[src/rtl/smbh_pkg.sv]
package smbh_pkg;
  localparam int OFF_STS = 0;
  localparam int OFF_CTL = 2;
  localparam int OFF_CMD = 3;
  localparam int OFF_TGT = 4;
  localparam int OFF_DLO = 5;
  localparam int OFF_DHI = 6;
  localparam int OFF_AUX = 13;

  localparam int BIT_BUSY = 0;
  localparam int BIT_DONE = 1;
  localparam int BIT_DEV  = 2;
  localparam int BIT_BUS  = 3;
  localparam int BIT_FAIL = 4;

  localparam int CBIT_KILL  = 1;
  localparam int CBIT_START = 6;
  localparam int CBIT_PEC   = 7;

  typedef enum logic [1:0] {
    K_QUICK = 2'd0,
    K_BYTE  = 2'd1,
    K_BDATA = 2'd2,
    K_WORD  = 2'd3
  } xact_kind_e;

  typedef enum logic [1:0] {
    S_IDLE = 2'd0,
    S_REQ  = 2'd1,
    S_WAIT = 2'd2
  } seq_state_e;
endpackage

[src/rtl/smbh_regfile.sv]
module smbh_regfile
  import smbh_pkg::*;
#(
  parameter int AW = 4,
  parameter int DW = 8
) (
  input  logic          clk,
  input  logic          rst_n,
  input  logic          wr_en,
  input  logic [AW-1:0] wr_addr,
  input  logic [DW-1:0] wr_data,
  input  logic [AW-1:0] rd_addr,
  output logic [DW-1:0] rd_data,
  input  logic          busy,
  input  logic          ev_ok,
  input  logic          ev_nack,
  input  logic          ev_arb,
  input  logic          ev_fail,
  input  logic          ld_lo,
  input  logic          ld_hi,
  input  logic [2*DW-1:0] rx_data,
  output logic          go,
  output logic          bad_go,
  output logic          kill,
  output xact_kind_e    kind,
  output logic [DW-1:0] tgt,
  output logic [DW-1:0] cmd,
  output logic [2*DW-1:0] wdata,
  output logic          pec,
  output logic [3:0]    flags
);
  logic [DW-1:0] tgt_q, cmd_q, dlo_q, dhi_q;
  logic [3:0]    proto_q;
  logic          pecf_q;
  logic [1:0]    aux_q;
  logic          f_done, f_dev, f_bus, f_fail;

  logic sel_sts, sel_ctl, sel_cmd, sel_tgt, sel_dlo, sel_dhi, sel_aux;
  logic code_ok;
  logic [DW-1:0] clr;

  assign sel_sts = wr_en && (wr_addr == AW'(OFF_STS));
  assign sel_ctl = wr_en && (wr_addr == AW'(OFF_CTL));
  assign sel_cmd = wr_en && (wr_addr == AW'(OFF_CMD));
  assign sel_tgt = wr_en && (wr_addr == AW'(OFF_TGT));
  assign sel_dlo = wr_en && (wr_addr == AW'(OFF_DLO));
  assign sel_dhi = wr_en && (wr_addr == AW'(OFF_DHI));
  assign sel_aux = wr_en && (wr_addr == AW'(OFF_AUX));

  // protocol field occupies bits 5:2; only values 0..3 are carried out
  assign code_ok = (wr_data[5:4] == 2'b00);
  assign go      = sel_ctl && wr_data[CBIT_START] && !busy && code_ok;
  assign bad_go  = sel_ctl && wr_data[CBIT_START] && !busy && !code_ok;
  assign kill    = sel_ctl && wr_data[CBIT_KILL] && busy;
  assign clr     = sel_sts ? wr_data : '0;

  always_ff @(posedge clk) begin
    if (!rst_n) begin
      tgt_q   <= '0;
      cmd_q   <= '0;
      dlo_q   <= '0;
      dhi_q   <= '0;
      proto_q <= '0;
      pecf_q  <= 1'b0;
      aux_q   <= '0;
    end else begin
      if (!busy) begin
        if (sel_tgt) tgt_q <= wr_data;
        if (sel_cmd) cmd_q <= wr_data;
        if (sel_dlo) dlo_q <= wr_data;
        if (sel_dhi) dhi_q <= wr_data;
        if (sel_aux) aux_q <= wr_data[1:0];
        if (sel_ctl) begin
          proto_q <= wr_data[5:2];
          pecf_q  <= wr_data[CBIT_PEC];
        end
      end
      if (ld_lo) dlo_q <= rx_data[DW-1:0];
      if (ld_hi) dhi_q <= rx_data[2*DW-1:DW];
    end
  end

  always_ff @(posedge clk) begin
    if (!rst_n) begin
      f_done <= 1'b0;
      f_dev  <= 1'b0;
      f_bus  <= 1'b0;
      f_fail <= 1'b0;
    end else begin
      f_done <= (f_done & ~clr[BIT_DONE]) | ev_ok;
      f_dev  <= (f_dev  & ~clr[BIT_DEV])  | ev_nack;
      f_bus  <= (f_bus  & ~clr[BIT_BUS])  | ev_arb;
      f_fail <= (f_fail & ~clr[BIT_FAIL]) | ev_fail | bad_go;
    end
  end

  assign kind  = xact_kind_e'(proto_q[1:0]);
  assign tgt   = tgt_q;
  assign cmd   = cmd_q;
  assign wdata = {dhi_q, dlo_q};
  assign pec   = (pecf_q | aux_q[0]) && (kind != K_QUICK);
  assign flags = {f_fail, f_bus, f_dev, f_done};

  always_comb begin
    rd_data = '0;
    case (rd_addr)
      AW'(OFF_STS): rd_data = {3'b000, f_fail, f_bus, f_dev, f_done, busy};
      AW'(OFF_CTL): rd_data = {pecf_q, 1'b0, proto_q, 2'b00};
      AW'(OFF_CMD): rd_data = cmd_q;
      AW'(OFF_TGT): rd_data = tgt_q;
      AW'(OFF_DLO): rd_data = dlo_q;
      AW'(OFF_DHI): rd_data = dhi_q;
      AW'(OFF_AUX): rd_data = {{(DW-2){1'b0}}, aux_q};
      default:      rd_data = '0;
    endcase
  end

  // a one written to the done position clears it unless a completion lands
  a_r8_w1c_done: assert property (@(posedge clk) disable iff (!rst_n)
    sel_sts && wr_data[BIT_DONE] && !ev_ok |=> !f_done);
  // request fields are frozen for the whole transaction
  a_r9_fields_locked: assert property (@(posedge clk) disable iff (!rst_n)
    busy |=> $stable(tgt_q) && $stable(cmd_q) && $stable(proto_q));
endmodule

[src/rtl/smbh_seq.sv]
module smbh_seq
  import smbh_pkg::*;
#(
  parameter int DW = 8
) (
  input  logic          clk,
  input  logic          rst_n,
  input  logic          go,
  input  logic          kill,
  input  xact_kind_e    kind,
  input  logic          rd_dir,
  input  logic          req_ready,
  input  logic          rsp_valid,
  input  logic          rsp_nack,
  input  logic          rsp_arb,
  output logic          busy,
  output logic          req_valid,
  output logic          abort,
  output logic          ev_ok,
  output logic          ev_nack,
  output logic          ev_arb,
  output logic          ev_fail,
  output logic          ld_lo,
  output logic          ld_hi
);
  seq_state_e state_q;
  logic take;

  always_ff @(posedge clk) begin
    if (!rst_n) begin
      state_q <= S_IDLE;
    end else if (kill) begin
      state_q <= S_IDLE;
    end else begin
      case (state_q)
        S_IDLE: if (go)        state_q <= S_REQ;
        S_REQ:  if (req_ready) state_q <= S_WAIT;
        S_WAIT: if (rsp_valid) state_q <= S_IDLE;
        default:               state_q <= S_IDLE;
      endcase
    end
  end

  assign busy      = (state_q != S_IDLE);
  assign req_valid = (state_q == S_REQ);
  assign abort     = kill;
  assign take      = (state_q == S_WAIT) && rsp_valid && !kill;
  assign ev_arb    = take && rsp_arb;
  assign ev_nack   = take && !rsp_arb && rsp_nack;
  assign ev_ok     = take && !rsp_arb && !rsp_nack;
  assign ev_fail   = kill;
  assign ld_lo     = ev_ok && rd_dir && (kind != K_QUICK);
  assign ld_hi     = ev_ok && rd_dir && (kind == K_WORD);

  // an offered request stays up until accepted or killed
  a_r3_valid_holds: assert property (@(posedge clk) disable iff (!rst_n)
    req_valid && !req_ready && !kill |=> req_valid);
  // handshake retires the request
  a_r3_valid_drops: assert property (@(posedge clk) disable iff (!rst_n)
    req_valid && req_ready |=> !req_valid);
  // no second start is accepted during a transaction
  a_r9_no_restart: assert property (@(posedge clk) disable iff (!rst_n)
    busy |-> !go);
endmodule

[src/rtl/smbh_host_top.sv]
module smbh_host_top
  import smbh_pkg::*;
#(
  parameter int AW = 4,
  parameter int DW = 8
) (
  input  logic          clk,
  input  logic          rst_n,
  input  logic          reg_wr,
  input  logic [AW-1:0] reg_waddr,
  input  logic [DW-1:0] reg_wdata,
  input  logic [AW-1:0] reg_raddr,
  output logic [DW-1:0] reg_rdata,
  output logic          req_valid,
  input  logic          req_ready,
  output logic [DW-1:0] req_target,
  output logic [DW-1:0] req_cmd,
  output logic [1:0]    req_kind,
  output logic [2*DW-1:0] req_wdata,
  output logic          req_pec,
  output logic          req_abort,
  input  logic          rsp_valid,
  input  logic          rsp_nack,
  input  logic          rsp_arb_lost,
  input  logic [2*DW-1:0] rsp_rdata
);
  logic busy, go, bad_go, kill;
  logic ev_ok, ev_nack, ev_arb, ev_fail, ld_lo, ld_hi;
  xact_kind_e kind;
  logic [3:0] flags;

  smbh_regfile #(.AW(AW), .DW(DW)) u_regs (
    .clk(clk), .rst_n(rst_n),
    .wr_en(reg_wr), .wr_addr(reg_waddr), .wr_data(reg_wdata),
    .rd_addr(reg_raddr), .rd_data(reg_rdata),
    .busy(busy), .ev_ok(ev_ok), .ev_nack(ev_nack), .ev_arb(ev_arb),
    .ev_fail(ev_fail), .ld_lo(ld_lo), .ld_hi(ld_hi), .rx_data(rsp_rdata),
    .go(go), .bad_go(bad_go), .kill(kill), .kind(kind),
    .tgt(req_target), .cmd(req_cmd), .wdata(req_wdata), .pec(req_pec),
    .flags(flags)
  );

  smbh_seq #(.DW(DW)) u_seq (
    .clk(clk), .rst_n(rst_n),
    .go(go), .kill(kill), .kind(kind), .rd_dir(req_target[0]),
    .req_ready(req_ready), .rsp_valid(rsp_valid), .rsp_nack(rsp_nack),
    .rsp_arb(rsp_arb_lost),
    .busy(busy), .req_valid(req_valid), .abort(req_abort),
    .ev_ok(ev_ok), .ev_nack(ev_nack), .ev_arb(ev_arb), .ev_fail(ev_fail),
    .ld_lo(ld_lo), .ld_hi(ld_hi)
  );

  assign req_kind = kind;

  // busy never falls without a flag explaining why
  a_r4_drop_has_flag: assert property (@(posedge clk) disable iff (!rst_n)
    $fell(busy) |-> (flags != 4'b0000));
  // kill ends the transaction with the failed flag
  a_r7_kill_fails: assert property (@(posedge clk) disable iff (!rst_n)
    kill |=> !busy && flags[3]);
  // unsupported code fails without going busy
  a_r10_bad_code: assert property (@(posedge clk) disable iff (!rst_n)
    bad_go |=> !busy && !req_valid && flags[3]);
endmodule

[config.mk]
export PLATFORM = sky130hd
export DESIGN_NAME = smbh_host_top
export DESIGN_NICKNAME = d
export VERILOG_FILES = /design/src/rtl/smbh_pkg.sv /design/src/rtl/smbh_regfile.sv /design/src/rtl/smbh_seq.sv /design/src/rtl/smbh_host_top.sv
export SDC_FILE = /design/constraint.sdc
export NUM_CORES = 1
export LEC_CHECK = 0
export ABC_AREA = 1
export BUFFER_PORTS_ARGS = -buffer_cell sky130_fd_sc_hd__buf_2
export CAP_MARGIN = 40
export CORE_ASPECT_RATIO = 1.5
export CORE_UTILIZATION = 40
export DETAILED_ROUTE_END_ITERATION = 10
export PLACE_DENSITY = 0.66
export SYNTH_ARGS = -nofsm -noshare
export SYNTH_HDL_FRONTEND = slang
export SYNTH_SLANG_ARGS = --single-unit
[constraint.sdc]
create_clock -name clk -period 2.15 [get_ports clk]
set_clock_uncertainty 0.1 [all_clocks]
set_input_delay 0.43 -clock clk [delete_from_list [all_inputs] [get_ports clk]]
set_output_delay 0.43 -clock clk [all_outputs]
set_load 0.02 [all_outputs]
==> flow_summary.ini <==
[detailed_routing]
drt-total-wl_microns = 8080
first_pass_iters = 5
antenna_left = 0
post_drt_wl_per_cell_microns = 15.3
dr.first_iter.drc_count = 144
route.detailed.drc = 0
vias_per_cell = 5.26
vias = 2788

[timing]
finalHoldViolCount = 0
drv_slew = 0
layout_min_cycle_time_ns = 2.10
setup_viol = 0
post-route-period-util_pct = 97.7
max_freq_mhz = 476
relSlewSlack_pct = 53.4
worst_pin_slew_ns = 0.698

[place]
gp_congestion = 0.981
post-dp-hpwl_microns = 6290
portBuffers = 83

[synth]
synth_compound_area_share_pct = 18.9
synthAdderAreaFrac_pct = 0
synth-edff-count = 0
yosys.area_share.xor_xnor_pct = 0
yosysSeqAreaShare_pct = 35.9
avgSynthCellArea_sq_um = 6.92
ys_types = 31
syn_area_sq_um = 2510
syn_inst = 363
synth_nets = 402
synth-seq-cells = 45
synth-simple-area-share_pct = 33.6
synth_warnings = 0
synth_mux_area_share_pct = 0
synthFlopType = dfxtp_1
synthArstFlopShare_pct = 0
synth_top_family_by_area = simple AND/OR/NAND/NOR gates

[grt]
track_usage_pct = 25.7
antenna_found_initial = 0
grt_first_pass_wirelength_microns = 12700
grt_max_degree = 25
grt_pass1_vias = 2684
grt_remaining_overflow = 0

[cts]
clock_latency_ns = 0.31
hold_buffers = 0
clk_pin_slew_ns = 0.08
htree_levels = 2
cts_tree = built
clockBufferDepth = 2
root_buffer = clkbuf_8
numClockSinks = 45
cts_buffers = 5

[pwr]
ir_worst_vdd_mv = 0.236
p_total_w = 0.00160
p_per_area_nw_per_um2 = 496
power_leakage_nw = 1.55

[floorplan]
die_area_sq_um = 6610
initial_utilization_pct = 41.3
core_area_sq_um = 6090
die_x_microns = 66.7
chipHeight_microns = 99.1
ios = 84
row_count = 35

[critical_path]
cp_top_family = buffers and inverters
cp.required_ns = 1.62
cp-end-kind = primary output
cp_data_arrival_time_ns = 1.57
cp_slowest_stage_delay_ns = 0.20
path_cells = buf_4 -> clkinvlp_4 -> buf_4 -> nor3_4 -> buf_4 -> a21oi_1 -> nand4_1 -> buf_6
crit_top_cell = buf_4
worstSetupPathType = input pin to primary output
critPathMaxFanout = 4
cpMaxStageDelayCell = nor3_4
startpoint_type = input pin
critPathBufInv = 5

[final_layout]
nNetsFinal = 494
seq_area_sq_um = 901
fin_util_pct = 53.0
area_growth_pct = 28.4
fillerInstances = 621
multiInputGateArea_sq_um = 1380
drive_gt1_share_pct = 33.6
antenna_cells = 0

[min_path]
min_path_type = input pin to flip-flop

[outcome]
outcome = completed

[flow_run]
cap_viol_max_count = 0
synthesized netlist by cell type (2+ instances only):
library cell | n | area share (%)
nor2_1 | 15 | 2.2
nor2_2 | 4 | 1.0
buf_6 | 2 | 0.90
buf_2 | 2 | 0.40
a221oi_1 | 2 | 0.70
nand3_1 | 37 | 7.4
a21oi_2 | 4 | 1.4
inv_1 | 51 | 7.6
nor2_4 | 3 | 1.3
nor3_1 | 5 | 1.0
o21ai_1 | 5 | 1.0
a21oi_1 | 41 | 8.2
a31oi_1 | 4 | 1.0
dfxtp_1 | 45 | 36
inv_2 | 4 | 0.60
nand3_4 | 4 | 2.8
clkbuf_1 | 4 | 0.60
o21ai_0 | 26 | 5.2
nand2_2 | 8 | 2.0
buf_4 | 4 | 1.2
nor3_2 | 3 | 1.2
clkinv_1 | 2 | 0.30
nand4_1 | 8 | 2.0
nand2_1 | 73 | 11
power breakdown:
group / switching, W / internal, W / leakage (nW)
clock network: 0.000309 / 0.000225 / 0.0439
logic: 0.000134 / 0.0000736 / 1.14
registers: 0.0000130 / 0.000846 / 0.364
total: 0.000456 / 0.00114 / 1.55
worst paths after layout:
check                                              startpoint                            end  slack (ns)  cells past startpoint
worst max-delay path                             reg_raddr[1]                   reg_rdata[1]        0.05                      8
worst min-delay path                                req_ready  u_seq.state_q[1]$_SDFFE_PP0P_        0.31                      3
worst max register to register  u_seq.state_q[0]$_SDFFE_PP0P_   u_regs.dlo_q[5]$_SDFFE_PN0P_        0.39                      6
worst min register to register   u_regs.dlo_q[2]$_SDFFE_PN0P_   u_regs.dlo_q[2]$_SDFFE_PN0P_        0.40                      2
what timing repair did:
item	CTS	global route
setup endpoints to repair	4	8
gates cloned	0	0
gates resized for setup	2	31
buffers inserted	0	3
pin swaps	0	8
worst register-to-register path, delay by kind of cell (launching register included):
kind / cells / cell delay [ns]
flops: 1 / 0.36
simple gates: 4 / 0.86
compound gates: 1 / 0.06
buf+inv: 1 / 0.23
cell families (layout without fill, tap and decap cells):
kind of cell,count (synthesis),after routing
buf+inv,69,162
simple gates,163,163
compound gates,86,86
flops,45,45
per-layer routing:
layer	up-vias	GRT usage (%)	share of wire (%)
li1	1380	-	-
met1	1257	30.5	39
met2	128	44.4	51
met3	23	2.66	6.0
met4	0	12.9	3.9
met5	-	0	0
sequential cells by signal, summed over array words and instances (netlist names):
signal          cells
u_regs.dhi_q        8
u_regs.f_bus        1
u_seq.state_q       2
u_regs.pecf_q       1
u_regs.f_done       1
u_regs.f_fail       1
u_regs.proto_q      4
u_regs.cmd          8
u_regs.tgt          8
u_regs.f_dev        1
u_regs.aux_q        2
u_regs.dlo_q        8
cells in the final DEF, fill, tap and decap left out, types with 2 or more instances in the layout:
master	n
nor2_2	4
nand3_4	4
nor2_1	13
inv_1	45
clkinv_1	2
buf_2	75
clkinv_2	2
nand4_1	8
a21oi_1	40
nor3_1	4
o21ai_0	23
clkinvlp_4	2
inv_2	9
buf_4	19
nor3_4	3
clkbuf_8	5
nand2_1	72
nand3_1	37
nor2_4	5
nand2_2	9
buf_6	2
o21ai_1	7
dfxtp_1	45
a21oi_2	5
a31oi_1	4
through the flow:
step	cell area [sq um]	hold slack, ns	cells	setup WS (ns)	TNS (ns)
6_report	3230	0.310	530	0.0497	0
5_1_grt	3230	0.344	530	-0.0112	-0.0112
4_1_cts	3120	0.323	527	0.0411	0
3_5_place_dp	3030	0.393	519	-0.0248	-0.0558
3_3_place_gp	3030	0.389	519	0.00456	0
2_1_floorplan	2510	0.339	363	0.205	0
layout make-up:
class | count | area share [%]
inverter | 57 | 6.75
timing repair buffer | 97 | 17.0
tap | 74 | 2.87
clock buffer | 5 | 2.13
clock inverter | 3 | 0.543
multi-input combinational | 249 | 42.8
sequential | 45 | 27.9
Note: power is estimated with default switching activity, not from simulation.
